[src/rtl/bjda_pkg.sv]
// Package: shared selector type and decision function for the
// combined doubling/addition unit. Assumes nothing about field width.
package bjda_pkg;

    // Source of the registered sum result.
    typedef enum logic [1:0] {
        SUM_FORMULA  = 2'd0,
        SUM_TAKE_P2  = 2'd1,
        SUM_TAKE_P1  = 2'd2,
        SUM_TAKE_DBL = 2'd3
    } sum_src_e;

    // Pick the sum source from the special-case flags, first input at infinity first.
    function automatic sum_src_e pick_sum_src(input logic z1_zero,
                                              input logic z2_zero,
                                              input logic w_zero,
                                              input logic r_zero);
        if (z1_zero)
            return SUM_TAKE_P2;
        else if (z2_zero)
            return SUM_TAKE_P1;
        else if (w_zero && r_zero)
            return SUM_TAKE_DBL;
        else
            return SUM_FORMULA;
    endfunction

endpackage

[src/rtl/bjda_gf_mul.sv]
// Module: polynomial-basis multiplier in GF(2^FW), most significant
// bit of b first, reducing after each shift.
// Assumes: FPOLY holds the terms of f(x) below x^FW; inputs already reduced.
module bjda_gf_mul #(
    parameter int              FW    = 7,
    parameter logic [FW-1:0]   FPOLY = 'h03
) (
    input  logic [FW-1:0] a,
    input  logic [FW-1:0] b,
    output logic [FW-1:0] p
);
    // Shift-reduce-accumulate over the bits of b.
    always_comb begin
        logic [FW-1:0] acc;
        acc = '0;
        for (int i = FW - 1; i >= 0; i--) begin
            acc = {acc[FW-2:0], 1'b0} ^ (acc[FW-1] ? FPOLY : '0);
            if (b[i])
                acc = acc ^ a;
        end
        p = acc;
    end
endmodule

[src/rtl/bjda_gf_sqr.sv]
// Module: squarer in GF(2^FW): spreads the bits into even positions
// and folds the upper half back using f(x).
// Assumes: FPOLY holds the terms of f(x) below x^FW; input reduced.
module bjda_gf_sqr #(
    parameter int              FW    = 7,
    parameter logic [FW-1:0]   FPOLY = 'h03
) (
    input  logic [FW-1:0] a,
    output logic [FW-1:0] s
);
    localparam int WIDE = 2 * FW - 1;

    // Spread then reduce from the top bit down.
    always_comb begin
        logic [WIDE-1:0] t;
        t = '0;
        for (int i = 0; i < FW; i++)
            t[2*i] = a[i];
        for (int j = WIDE - 1; j >= FW; j--) begin
            if (t[j]) begin
                t[j] = 1'b0;
                t[j-FW +: FW] = t[j-FW +: FW] ^ FPOLY;
            end
        end
        s = t[FW-1:0];
    end
endmodule

[src/rtl/bjda_dbl_path.sv]
// Module: doubling branch. Z3 = X1*Z1^2, X3 = X1^4 + b*Z1^8,
// Y3 = X1^4*Z3 + (X1^2 + Y1*Z1 + Z3)*X3. Also exports Z1^2 for reuse.
// Assumes: special cases are resolved by the parent.
module bjda_dbl_path #(
    parameter int              FW    = 7,
    parameter logic [FW-1:0]   FPOLY = 'h03,
    parameter logic [FW-1:0]   CB    = 'h01
) (
    input  logic [FW-1:0] x1,
    input  logic [FW-1:0] y1,
    input  logic [FW-1:0] z1,
    output logic [FW-1:0] z1_sq,
    output logic [FW-1:0] dx,
    output logic [FW-1:0] dy,
    output logic [FW-1:0] dz
);
    logic [FW-1:0] x1_sq, x1_4, z1_4, z1_8, bz8, y1z1, mix, t_a, t_b;

    bjda_gf_sqr #(.FW(FW), .FPOLY(FPOLY)) u_sq_z1 (.a(z1),    .s(z1_sq));
    bjda_gf_sqr #(.FW(FW), .FPOLY(FPOLY)) u_sq_x1 (.a(x1),    .s(x1_sq));
    bjda_gf_sqr #(.FW(FW), .FPOLY(FPOLY)) u_sq_x2 (.a(x1_sq), .s(x1_4));
    bjda_gf_sqr #(.FW(FW), .FPOLY(FPOLY)) u_sq_z2 (.a(z1_sq), .s(z1_4));
    bjda_gf_sqr #(.FW(FW), .FPOLY(FPOLY)) u_sq_z4 (.a(z1_4),  .s(z1_8));

    bjda_gf_mul #(.FW(FW), .FPOLY(FPOLY)) u_m_z3  (.a(x1), .b(z1_sq), .p(dz));
    bjda_gf_mul #(.FW(FW), .FPOLY(FPOLY)) u_m_yz  (.a(y1), .b(z1),    .p(y1z1));

    // The coefficient b picks a wire, or a multiplier when it is general.
    generate
        if (CB == FW'(1)) begin : g_b_one
            assign bz8 = z1_8;
        end else begin : g_b_gen
            bjda_gf_mul #(.FW(FW), .FPOLY(FPOLY)) u_m_b (.a(CB), .b(z1_8), .p(bz8));
        end
    endgenerate

    assign dx  = x1_4 ^ bz8;
    assign mix = x1_sq ^ y1z1 ^ dz;

    bjda_gf_mul #(.FW(FW), .FPOLY(FPOLY)) u_m_ta (.a(x1_4), .b(dz), .p(t_a));
    bjda_gf_mul #(.FW(FW), .FPOLY(FPOLY)) u_m_tb (.a(mix),  .b(dx), .p(t_b));

    assign dy = t_a ^ t_b;
endmodule

[src/rtl/bjda_add_path.sv]
// Module: addition branch. W = X1*Z2^2 + X2*Z1^2, R = Y1*Z2^3 + Y2*Z1^3,
// Z3 = Z1*Z2*W, X3 = a*Z3^2 + R*(R+Z3) + W^3,
// Y3 = (R+Z3)*X3 + Z1^2*W^2*(R*X2 + Y2*Z1*W).
// Assumes: Z1^2 comes from the doubling branch; parent handles W = R = 0.
module bjda_add_path #(
    parameter int              FW    = 7,
    parameter logic [FW-1:0]   FPOLY = 'h03,
    parameter logic [FW-1:0]   CA    = 'h01
) (
    input  logic [FW-1:0] x1,
    input  logic [FW-1:0] y1,
    input  logic [FW-1:0] z1,
    input  logic [FW-1:0] z1_sq,
    input  logic [FW-1:0] x2,
    input  logic [FW-1:0] y2,
    input  logic [FW-1:0] z2,
    output logic [FW-1:0] ax,
    output logic [FW-1:0] ay,
    output logic [FW-1:0] az,
    output logic          w_zero,
    output logic          r_zero
);
    logic [FW-1:0] z2_sq, z2_cu, z1_cu, u1, u2, s1, s2, w, r;
    logic [FW-1:0] z12, z3_sq, az3, t, rt, w_sq, w_cu;
    logic [FW-1:0] y2z1, y2z1w, rx2, v, z1w_sq, zwv, tx3;

    bjda_gf_sqr #(.FW(FW), .FPOLY(FPOLY)) u_sq_z2 (.a(z2), .s(z2_sq));
    bjda_gf_mul #(.FW(FW), .FPOLY(FPOLY)) u_m_z2c (.a(z2_sq), .b(z2), .p(z2_cu));
    bjda_gf_mul #(.FW(FW), .FPOLY(FPOLY)) u_m_z1c (.a(z1_sq), .b(z1), .p(z1_cu));
    bjda_gf_mul #(.FW(FW), .FPOLY(FPOLY)) u_m_u1  (.a(x1), .b(z2_sq), .p(u1));
    bjda_gf_mul #(.FW(FW), .FPOLY(FPOLY)) u_m_u2  (.a(x2), .b(z1_sq), .p(u2));
    bjda_gf_mul #(.FW(FW), .FPOLY(FPOLY)) u_m_s1  (.a(y1), .b(z2_cu), .p(s1));
    bjda_gf_mul #(.FW(FW), .FPOLY(FPOLY)) u_m_s2  (.a(y2), .b(z1_cu), .p(s2));

    assign w = u1 ^ u2;
    assign r = s1 ^ s2;
    assign w_zero = (w == '0);
    assign r_zero = (r == '0);

    bjda_gf_mul #(.FW(FW), .FPOLY(FPOLY)) u_m_z12 (.a(z1), .b(z2), .p(z12));
    bjda_gf_mul #(.FW(FW), .FPOLY(FPOLY)) u_m_z3  (.a(z12), .b(w), .p(az));
    bjda_gf_sqr #(.FW(FW), .FPOLY(FPOLY)) u_sq_z3 (.a(az), .s(z3_sq));

    // The coefficient a picks zero, a wire, or a multiplier.
    generate
        if (CA == '0) begin : g_a_zero
            assign az3 = '0;
        end else if (CA == FW'(1)) begin : g_a_one
            assign az3 = z3_sq;
        end else begin : g_a_gen
            bjda_gf_mul #(.FW(FW), .FPOLY(FPOLY)) u_m_a (.a(CA), .b(z3_sq), .p(az3));
        end
    endgenerate

    assign t = r ^ az;
    bjda_gf_mul #(.FW(FW), .FPOLY(FPOLY)) u_m_rt  (.a(r), .b(t), .p(rt));
    bjda_gf_sqr #(.FW(FW), .FPOLY(FPOLY)) u_sq_w  (.a(w), .s(w_sq));
    bjda_gf_mul #(.FW(FW), .FPOLY(FPOLY)) u_m_wc  (.a(w_sq), .b(w), .p(w_cu));

    assign ax = az3 ^ rt ^ w_cu;

    bjda_gf_mul #(.FW(FW), .FPOLY(FPOLY)) u_m_yz  (.a(y2), .b(z1), .p(y2z1));
    bjda_gf_mul #(.FW(FW), .FPOLY(FPOLY)) u_m_yzw (.a(y2z1), .b(w), .p(y2z1w));
    bjda_gf_mul #(.FW(FW), .FPOLY(FPOLY)) u_m_rx2 (.a(r), .b(x2), .p(rx2));
    assign v = rx2 ^ y2z1w;
    bjda_gf_mul #(.FW(FW), .FPOLY(FPOLY)) u_m_zw  (.a(z1_sq), .b(w_sq), .p(z1w_sq));
    bjda_gf_mul #(.FW(FW), .FPOLY(FPOLY)) u_m_zwv (.a(z1w_sq), .b(v), .p(zwv));
    bjda_gf_mul #(.FW(FW), .FPOLY(FPOLY)) u_m_tx3 (.a(t), .b(ax), .p(tx3));

    assign ay = tx3 ^ zwv;
endmodule

[src/rtl/bin_jac_dbl_add.sv]
// Module: top of the combined doubling/addition unit. Runs both branches
// in parallel, resolves infinity / equal-point cases and registers both
// results with a one-cycle valid.
// Assumes: inputs are points of the configured curve; Z = 0 means infinity.
module bin_jac_dbl_add #(
    parameter int              FW    = 7,
    parameter logic [FW-1:0]   FPOLY = 'h03,
    parameter logic [FW-1:0]   CA    = 'h01,
    parameter logic [FW-1:0]   CB    = 'h01
) (
    input  logic          clk,
    input  logic          rst_n,
    input  logic          in_valid,
    input  logic [FW-1:0] p1_x,
    input  logic [FW-1:0] p1_y,
    input  logic [FW-1:0] p1_z,
    input  logic [FW-1:0] p2_x,
    input  logic [FW-1:0] p2_y,
    input  logic [FW-1:0] p2_z,
    output logic          out_valid,
    output logic [FW-1:0] dbl_x,
    output logic [FW-1:0] dbl_y,
    output logic [FW-1:0] dbl_z,
    output logic [FW-1:0] sum_x,
    output logic [FW-1:0] sum_y,
    output logic [FW-1:0] sum_z
);
    import bjda_pkg::*;

    localparam logic [FW-1:0] FONE = FW'(1);

    logic [FW-1:0] z1_sq, d_x, d_y, d_z, a_x, a_y, a_z;
    logic [FW-1:0] nd_x, nd_y, nd_z, ns_x, ns_y, ns_z;
    logic          w_zero, r_zero, z1_zero, z2_zero;
    sum_src_e      src;

    bjda_dbl_path #(.FW(FW), .FPOLY(FPOLY), .CB(CB)) u_dbl (
        .x1(p1_x), .y1(p1_y), .z1(p1_z), .z1_sq(z1_sq),
        .dx(d_x), .dy(d_y), .dz(d_z)
    );

    bjda_add_path #(.FW(FW), .FPOLY(FPOLY), .CA(CA)) u_add (
        .x1(p1_x), .y1(p1_y), .z1(p1_z), .z1_sq(z1_sq),
        .x2(p2_x), .y2(p2_y), .z2(p2_z),
        .ax(a_x), .ay(a_y), .az(a_z), .w_zero(w_zero), .r_zero(r_zero)
    );

    assign z1_zero = (p1_z == '0);
    assign z2_zero = (p2_z == '0);
    assign src     = pick_sum_src(z1_zero, z2_zero, w_zero, r_zero);

    // Doubled result: canonical infinity when the first input is at infinity.
    always_comb begin
        if (z1_zero) begin
            nd_x = FONE;
            nd_y = FONE;
            nd_z = '0;
        end else begin
            nd_x = d_x;
            nd_y = d_y;
            nd_z = d_z;
        end
    end

    // Sum result: pick formula, passthrough or doubled result.
    always_comb begin
        unique case (src)
            SUM_TAKE_P2:  begin ns_x = p2_x; ns_y = p2_y; ns_z = p2_z; end
            SUM_TAKE_P1:  begin ns_x = p1_x; ns_y = p1_y; ns_z = p1_z; end
            SUM_TAKE_DBL: begin ns_x = d_x;  ns_y = d_y;  ns_z = d_z;  end
            default:      begin ns_x = a_x;  ns_y = a_y;  ns_z = a_z;  end
        endcase
    end

    // Output register: capture on in_valid, hold otherwise.
    always_ff @(posedge clk) begin
        if (!rst_n) begin
            out_valid <= 1'b0;
            dbl_x <= '0; dbl_y <= '0; dbl_z <= '0;
            sum_x <= '0; sum_y <= '0; sum_z <= '0;
        end else begin
            out_valid <= in_valid;
            if (in_valid) begin
                dbl_x <= nd_x; dbl_y <= nd_y; dbl_z <= nd_z;
                sum_x <= ns_x; sum_y <= ns_y; sum_z <= ns_z;
            end
        end
    end
endmodule

[config.mk]
export PLATFORM = sky130hd
export DESIGN_NAME = bin_jac_dbl_add
export DESIGN_NICKNAME = d
export VERILOG_FILES = /design/src/rtl/bjda_pkg.sv /design/src/rtl/bjda_gf_mul.sv /design/src/rtl/bjda_gf_sqr.sv /design/src/rtl/bjda_dbl_path.sv /design/src/rtl/bjda_add_path.sv /design/src/rtl/bin_jac_dbl_add.sv
export SDC_FILE = /design/constraint.sdc
export NUM_CORES = 1
export LEC_CHECK = 0
export BUFFER_PORTS_ARGS = -buffer_cell sky130_fd_sc_hd__buf_2
export CAP_MARGIN = 0
export CORE_MARGIN = 1.5
export CORE_UTILIZATION = 55
export CTS_CLUSTER_DIAMETER = 30
export DETAILED_ROUTE_END_ITERATION = 12
export PLACE_DENSITY_LB_ADDON = 0.08
export SYNTH_ARGS = -nofsm -noshare
export SYNTH_HDL_FRONTEND = slang
export SYNTH_SLANG_ARGS = --single-unit
[constraint.sdc]
create_clock -name clk -period 9.4 [get_ports clk]
set_input_delay 0.94 -clock clk [delete_from_list [all_inputs] [get_ports clk]]
set_output_delay 0.94 -clock clk [all_outputs]
set_load 0.05 [all_outputs]
=== After elaboration in Yosys (flattened, before gate mapping) ===
Cells that the tools add are included.

* Multiplexer cells: 317
* Reduce and logical (&&, ||, !) cells: 5
* Equal/unequal tests: 3
* Bitwise logic cells: 299

{| class="wikitable"
|+ Operator list
! cell !! count
|-
| 7-bit 2-to-1 mux || 143
|-
| 7-bit XOR || 131
|-
| 7-bit by 2-bit XOR with 7-bit output || 120
|-
| 2-bit 2-to-1 mux || 171
|-
| 2-bit inverter || 48
|-
| 7-bit one-hot mux with 3 select lines || 3
|-
| 7-bit zero test || 4
|-
| 2-bit == test (second input constant) || 2
|-
| 2-bit by 1-bit == test with 1-bit output (second input constant) || 1
|-
| 1-bit logical AND || 1
|}

* Bits of input ports: 45
* Logic and storage cells: 631
* Flip-flop bits (word level): 43

=== Longest topological paths before layout ===
Gate-level depths: netlist (run 1).

* Depth in word-level cells: 118
* Mapped depth: 28

=== Cells and area by module ===
A second synthesis (run 1) with hierarchy kept.

* Cells, all modules: 2367
* Area, all modules: 16547.1 um^2

{| class="wikitable"
|+ Modules (own cells, without submodules)
! module !! area each (um^2) !! cells each !! times used
|-
| bjda_gf_mul || 658.1 || 98 || 20
|-
| bin_jac_dbl_add || 2167.1 || 273 || 1
|-
| bjda_add_path || 478.0 || 57 || 1
|-
| bjda_gf_sqr || 56.3 || 7 || 8
|-
| bjda_dbl_path || 289.0 || 21 || 1
|}

=== Least setup slack after synthesis (run 1) ===
OpenSTA, ideal clock, no wires.

* Path type: input port to flip-flop
* From: input p2_z[3]
* To: register sum_y[2]
* Cell stages on the path: 25
* Data arrival time: 6.727 ns
* Setup time: 0.123 ns
* Data required time: 9.277 ns
* Path slack: 2.550 ns
* Path through: buf_2 > inv_2 > ha_1 > buf_2 > or3b_2 > a21boi_0 > o21ai_0 > and4bb_1 > nor3_1 > xor3_1 > xnor3_1 > xnor2_1 > xnor3_1 > buf_2 > nand2_1 > xnor2_1 > xnor3_2 > xnor2_1 > xnor2_1 > nor2_1 > xnor2_1 > xnor3_1 > xnor3_1 > a221oi_1 > nor2_1

* Longest elaborated chain between the ends: 88

{| class="wikitable"
|+ Ends and longest elaborated chain
! item !! line !! text
|-
| start, declared || bin_jac_dbl_add.sv:19 || <nowiki>input logic [FW-1:0] p2_z,</nowiki>
|-
| 2-bit inverter (no source line) || n/a ||
|-
| 2-bit 2-to-1 mux || bjda_gf_sqr.sv:20 || <nowiki>if (t[j]) begin</nowiki>
|-
| 7-bit 2-to-1 mux || bjda_gf_mul.sv:18 || <nowiki>if (b[i])</nowiki>
|-
| 2-bit 2-to-1 mux || bjda_gf_mul.sv:17 || <nowiki>acc = {acc[FW-2:0], 1'b0} ^ (acc[FW-1] ? FPOLY : '0);</nowiki>
|-
| 7-bit by 2-bit XOR with 7-bit output || bjda_gf_mul.sv:17 ||
|-
| 7-bit XOR || bjda_gf_mul.sv:19 || <nowiki>acc = acc ^ a;</nowiki>
|-
| 7-bit 2-to-1 mux || bjda_gf_mul.sv:18 ||
|-
| 7-bit by 2-bit XOR with 7-bit output || bjda_gf_mul.sv:17 ||
|-
| [... 72 more ...] || n/a ||
|-
| 7-bit by 2-bit XOR with 7-bit output || bjda_gf_mul.sv:17 ||
|-
| 7-bit XOR || bjda_gf_mul.sv:19 ||
|-
| 7-bit 2-to-1 mux || bjda_gf_mul.sv:18 ||
|-
| 7-bit by 2-bit XOR with 7-bit output || bjda_gf_mul.sv:17 ||
|-
| 7-bit XOR || bjda_gf_mul.sv:19 ||
|-
| 7-bit 2-to-1 mux || bjda_gf_mul.sv:18 ||
|-
| 7-bit XOR || bjda_add_path.sv:70 || <nowiki>assign ay = tx3 ^ zwv;</nowiki>
|-
| 7-bit one-hot mux with 3 select lines (*) || bin_jac_dbl_add.sv:67 || <nowiki>unique case (src)</nowiki>
|-
| end signal, assigned || bin_jac_dbl_add.sv:85 || <nowiki>sum_x <= ns_x; sum_y <= ns_y; sum_z <= ns_z;</nowiki>
|-
| end, declared || bin_jac_dbl_add.sv:25 || <nowiki>output logic [FW-1:0] sum_y,</nowiki>
|}

Every way passes the cells marked *; elsewhere a longest branch is shown, timed or not.
A chain may end at the register's enable or synchronous reset.

=== Final worst setup path (run 1) ===
* From: input p2_z[3]
* To: register sum_y[6]

* Longest elaborated chain between the ends: 88

{| class="wikitable"
|+ Ends and longest elaborated chain
! item !! line
|-
| 2-bit inverter (no source line) || n/a
|-
| 2-bit 2-to-1 mux || bjda_gf_sqr.sv:20
|-
| 7-bit 2-to-1 mux || bjda_gf_mul.sv:18
|-
| 2-bit 2-to-1 mux || bjda_gf_mul.sv:17
|-
| 7-bit by 2-bit XOR with 7-bit output || bjda_gf_mul.sv:17
|-
| 7-bit XOR || bjda_gf_mul.sv:19
|-
| 7-bit 2-to-1 mux || bjda_gf_mul.sv:18
|-
| 7-bit by 2-bit XOR with 7-bit output || bjda_gf_mul.sv:17
|-
| [... 72 more ...] || n/a
|-
| 7-bit by 2-bit XOR with 7-bit output || bjda_gf_mul.sv:17
|-
| 7-bit XOR || bjda_gf_mul.sv:19
|-
| 7-bit 2-to-1 mux || bjda_gf_mul.sv:18
|-
| 7-bit by 2-bit XOR with 7-bit output || bjda_gf_mul.sv:17
|-
| 7-bit XOR || bjda_gf_mul.sv:19
|-
| 7-bit 2-to-1 mux || bjda_gf_mul.sv:18
|-
| 7-bit XOR || bjda_add_path.sv:70
|-
| 7-bit one-hot mux with 3 select lines (*) || bin_jac_dbl_add.sv:67
|}

Marks and branches as above.

==> reports/qor.csv, run 1 <==
stage,metric,value,unit
status,status,completed,
clock_tree,clk_pin_slew_worst_paths,0.06,ns
clock_tree,post_cts_resized,0,
sta,rsz0062_at_grt,no,
critical_path,max_stage_delay,0.81,ns
die,rows,66,
min_path,worstHoldStart,dbl_y[2],
yosys,synth_cell_types,88,
critical_path,cp_slowest_cell,xnor2_1,
critical_path,crit_chain,buf_2 > inv_2 > ha_1 > nor3_1 > a21o_1 > a22o_1 > xnor2_4 > xnor3_1 > nand2_1 > xnor3_1 > xor3_1 > xnor2_2 > nand2_1 > xnor3_1 > xnor3_1 > xnor2_1 > nand2b_1 > a21oi_1 > a21oi_1 > xnor3_1 > xnor2_1 > xnor2_1 > a21oi_1 > nor2_1,
sta,max_freq,0.121,GHz
global_routing,grt_pass1_vias,16600,
critical_path,crit_top_cell,xnor3_1,
yosys,synth-edff-count,0,
clock_tree,cts-buffers-inserted,5,
yosys,seq_area_frac_synth,0.0472,
critical_path,critPathLaunch,p2_z[3],
yosys,syn_inst,2591,
cells_and_area,fin_cells,2986,
die,die_w,185,um
critical_path,cp.arrival,8.51,ns
place,dp_cells,2977,
sta,timing.hold.ws,0.479,ns
cells_and_area,finalInstanceArea,0.0189,mm2
route,drtAntennaViolNets,0,
global_routing,grt_antenna_before_repair,2,
clock_tree,cts_buffer_depth,2,
critical_path,r2r-start,dbl_x[4],
sta,tightest_slew,1.24,ns
yosys,async_reset_ff_frac,0,
place,gp_congestion,0.923,
die,initial_utilization,0.559,
yosys,syn_area_per_cell,7.04,um2
place,post_dp_cell_area,0.0188,mm2
die,fp.dieH,185,um
die,core,0.0326,mm2
route,routed_wl,61.9,mm
critical_path,end_kind,flip-flop,
critical_path,crit_path_max_fanout,19,
yosys,yosys_register_bits,43,
clock_tree,cts_tree,built,
place,portBuffers,87,
clock_tree,htree_levels,2,
route,via_count,17700,
global_routing,grt_pass1_wl,96.0,mm
critical_path,worstSetupStartpointType,primary input,
yosys,synth_top_flop_cell,dfxtp_1,
place,dp_hpwl,44.4,mm
global_routing,overflow,0,
global_routing,grt_use_total,0.359,
sta,layout_min_cycle_time,8.29,ns
sta,period_share,0.882,
clock_tree,root_buffer,clkbuf_16,
clock_tree,clk_latency,0.28,ns
clock_tree,ctsHoldBuffers,0,
die,io_pins,88,
clock_tree,clock_sinks,43,
cells_and_area,fin_nets,2591,
route,drc_errors,0,
sta,finalSetupTns,0,ns
yosys,syn_area,0.0182,mm2
sta,setup_viol,0,
route,drt_first_pass_iters,6,
cells_and_area,drive_above_1_share,0.0928,
route,drt_iter0_drc,1788,
cells_and_area,area_growth,3.75,%
min_path,hp-class,reg2reg,
critical_path,crit_type,in2reg,
critical_path,cp.required,9.62,ns
sta,finalMaxSlewViolations,0,
route,routedWlPerCell,20.7,um
yosys,ys.warnings.count,0,
route,drt-vias-per-instance,5.92,
sta,final-hold-violation-count,0,
yosys,synth.net_count,2640,
clock_tree,postCtsSetupBuffers,0,
job,maxCapViolCount,0,
sta,skew,0,ns
sta,slew_headroom,0.168,
die,die_area,0.0342,mm2
global_routing,grt_max_degree,63,
-- through the flow --
step	util	setup WS, ns
3_5_place_dp	0.575	1.01
4_1_cts	0.580	1.31
6_report	0.580	1.11
5_1_grt	0.580	0.725
2_1_floorplan	-	2.55
3_3_place_gp	0.575	1.05
-- synth_stat cells, types with 25 or more instances --
master,count,share of area
nand3_1,44,0.012
a22oi_1,25,0.010
buf_2,60,0.016
xnor3_1,75,0.093
inv_1,40,0.0082
nor2b_1,46,0.016
clkbuf_1,98,0.020
nand2_1,565,0.12
nand2b_1,49,0.017
nor2_1,276,0.057
o22ai_1,28,0.0096
a21oi_1,82,0.023
dfxtp_1,43,0.047
xor2_1,157,0.075
o21ai_0,92,0.025
xnor2_1,532,0.26
-- state kept, by name, summed over array words and instances (netlist names) --
| name | cells |
|---|---|
| dbl_z | 7 |
| dbl_x | 7 |
| out_valid | 1 |
| dbl_y | 7 |
| sum_z | 7 |
| sum_y | 7 |
| sum_x | 7 |
-- cells by family after synthesis --
family                     after synthesis  share of synthesized area
AOI/OAI and AO/OA                      350                      0.124
xor gates and xnor gates               814                      0.483
adders and majority gates                5                    0.00329
buffers and inverters                  247                     0.0618
DFF                                     43                     0.0472
muxes                                   37                     0.0213
and+or+nand+nor                       1095                      0.260
-- critical path, delay by kind of cell --
kind,cells,cell delay [ns]
and+or+nand+nor,5,0.66
adders and majority gates,1,0.74
xor gates and xnor gates,11,4.69
buffers and inverters,2,0.44
AOI/OAI and AO/OA,5,1.00
-- area by class of cell --
cell class / count / area, um2
Antenna cell: 1 / 2.50
Clock buffer: 6 / 129
Clock inverter: 2 / 12.5
Fill cell: 3169 / 13700
Inverter: 44 / 168
Multi-Input combinational cell: 2301 / 16300
Sequential cell: 43 / 861
Tap cell: 442 / 553
Timing Repair Buffer: 147 / 886
-- per-layer routing --
metal,GRT usage,routed length [um],up-vias
li1,-,-,8314
met1,0.491,26400,8363
met2,0.581,28200,859
met3,0.0405,5090,129
met4,0.131,2220,0
met5,0,0,-
-- placed cells by master, fill, tap and decap left out, types with 12 or more instances in the layout --
cell      synthesis  final
a221oi_1         15     15
a21boi_0         12     12
buf_4             8     60
xnor2_2          14     20
a21oi_1          82     82
mux2_2           13     13
a22oi_1          25     25
xor3_1           13     13
xor2_1          157    155
o22ai_1          28     28
o211ai_1         22     22
xnor3_1          75     75
o21ai_0          92     92
nand2_1         565    565
dfxtp_1          43     43
xnor2_1         532    526
nand2b_1         49     49
buf_2            60     87
nand3_1          44     44
inv_1            40     40
and2_1           23     23
mux2i_1          23     23
nor2_1          276    276
nor2b_1          46     46
nor3_1           24     24
-- path summary, 6_finish.rpt --
path | slack [ns] | cells past startpoint | end
worst max-delay path | 1.11 | 24 | sum_y[6]
worst min-delay path | 0.48 | 2 | dbl_y[2]
worst max register to register | 8.67 | 3 | dbl_x[4]
worst min register to register | 0.48 | 2 | dbl_y[2]
Power of run 1 is left out: the tool's default activity adds up to more than one toggle a clock period on the data nets, which glitch-free logic cannot reach.
==> run 2, diff against run 1 <==
- CORE_UTILIZATION: 55 -> 45
==> reports/qor.csv, run 2 (same netlist as run 1, synthesis figures left out) <==
stage,metric,value,unit
route,met2_length,30.0,mm
route,drt_first_pass_iters,6,
clock_tree,cts_tree,built,
critical_path,r2r-start,sum_y[5],
sta,slew_headroom,0.181,
route,drc_errors,0,
global_routing,grt_pass1_vias,16400,
global_routing,grt_use_total,0.308,
die,rows,73,
sta,tightest_slew,1.22,ns
die,fp.dieH,204,um
clock_tree,postCtsSetupBuffers,0,
job,maxCapViolCount,0,
clock_tree,root_buffer,clkbuf_16,
die,core,0.0398,mm2
critical_path,worstSetupStartpointType,primary input,
critical_path,end_kind,flip-flop,
critical_path,r2r_cells,2,
global_routing,grt_antenna_before_repair,1,
global_routing,grt_pass1_wl,100,mm
clock_tree,post_cts_resized,0,
sta,fin_ws,1.09,ns
critical_path,crit_path_max_fanout,19,
clock_tree,htree_levels,2,
cells_and_area,fill_cells,4138,
route,met1_length,29.4,mm
sta,layout_min_cycle_time,8.31,ns
global_routing,overflow,0,
sta,skew,0,ns
cells_and_area,drive_above_1_share,0.0967,
route,routed_wl,65.0,mm
critical_path,cp.arrival,8.44,ns
clock_tree,clock_sinks,43,
clock_tree,ctsHoldBuffers,0,
die,io_pins,88,
cells_and_area,area_growth,4.94,%
min_path,holdPathEnd,dbl_z[6],
critical_path,r2r_end,sum_y[5],
clock_tree,clk_latency,0.28,ns
place,dp_hpwl,47.4,mm
die,initial_utilization,0.458,
place,portBuffers,87,
route,drtAntennaViolNets,0,
cells_and_area,seq_area,861,um2
sta,max_freq,0.120,GHz
sta,rsz0062_at_grt,no,
sta,finalMaxSlewViolations,0,
route,wl_met3,3.99,mm
min_path,whs_path_depth,2,
die,die_w,204,um
sta,period_share,0.884,
min_path,worstHoldStart,dbl_z[6],
cells_and_area,fin_nets,2601,
clock_tree,cts-buffers-inserted,5,
global_routing,grt_max_degree,68,
route,via_count,17600,
place,preCtsSetupSlack,0.901,ns
critical_path,crit_type,in2reg,
cells_and_area,antenna-diode-count,0,
cells_and_area,layout.cells.most_common,nand2_1,
critical_path,ff2ff_setup_slack,8.65,ns
cells_and_area,multiInputGateArea,0.0163,mm2
min_path,hp-class,reg2reg,
sta,final-hold-violation-count,0,
route,drt-vias-per-instance,5.70,
place,gp_congestion,0.943,
sta,setup_viol,0,
route,drt_iter0_drc,1823,
critical_path,cp.required,9.53,ns
die,die_area,0.0417,mm2
route,routedWlPerCell,21.1,um
route,highest_layer,met4,
cells_and_area,mostFrequentLayoutCells,"nand2_1 (565), xnor2_1 (526), nor2_1 (276)",
status,status,completed,
sta,finalSetupTns,0,ns
clock_tree,clk_pin_slew_worst_paths,0.07,ns
clock_tree,cts_buffer_depth,2,
[run 2: cell types whose count changed in the layout (fill, tap and decap cells not counted)]
cell,previous run,this run
buf_12,0,1
buf_4,60,69
bufinv_16,0,1
clkbuf_1,1,0
clkinv_4,0,1
clkinvlp_4,1,0
diode_2,1,0
[run 2: how the worst max path moves through the flow]
stage | start | end | slack (ns)
finish | p2_z[3] | sum_y[5] | 1.09
global route | p2_z[3] | sum_y[5] | 0.68
CTS | p2_z[3] | sum_y[5] | 1.19
detailed placement | p2_z[3] | sum_y[5] | 0.90
global placement | p2_z[3] | sum_y[3] | 1.01
floorplan | p2_z[3] | sum_y[2] | 2.55
[run 2: critical path, stage by stage]
cell and delay (ns):
buf_2 0.30, inv_2 0.14, ha_1 0.78, nor3_1 0.09
a21o_1 0.18, a22o_1 0.28, xnor2_4 0.22, xnor2_1 0.61
nand2_1 0.14, xnor2_1 0.28, xnor3_1 0.55, xnor2_2 0.69
nand2_1 0.11, xnor3_1 0.40, xnor3_1 0.39, xnor2_1 0.85
nor2_1 0.11, a311o_1 0.36, a2111oi_2 0.43, xnor3_1 0.37
nand2_1 0.07, a41oi_1 0.11
[run 2: final cells by class]
type / instances / share of cell area
Tap cell: 525 / 0.0343
Multi-Input combinational cell: 2301 / 0.852
Inverter: 44 / 0.00876
Sequential cell: 43 / 0.0450
Timing Repair Buffer: 157 / 0.0509
Clock inverter: 3 / 0.00229
Clock buffer: 5 / 0.00654
[run 2: layer usage]
layer	vias to the layer above	track usage
li1	8334	-
met5	-	0
met3	99	0.0222
met2	671	0.506
met1	8446	0.436
met4	0	0.0725
[run 2: through the flow]
| stage | utilization | cells | area (um2) | hold WS (ns) |
|---|---|---|---|---|
| after floorplan | - | 2591 | 18200 | 0.697 |
| after global placement | 0.476 | 3070 | 19000 | 0.462 |
| after detailed placement | 0.476 | 3070 | 19000 | 0.487 |
| after CTS | 0.480 | 3078 | 19100 | 0.497 |
| after global routing | 0.480 | 3078 | 19100 | 0.510 |
| final | 0.480 | 3078 | 19100 | 0.484 |
Power of run 2 is left out for the same reason.
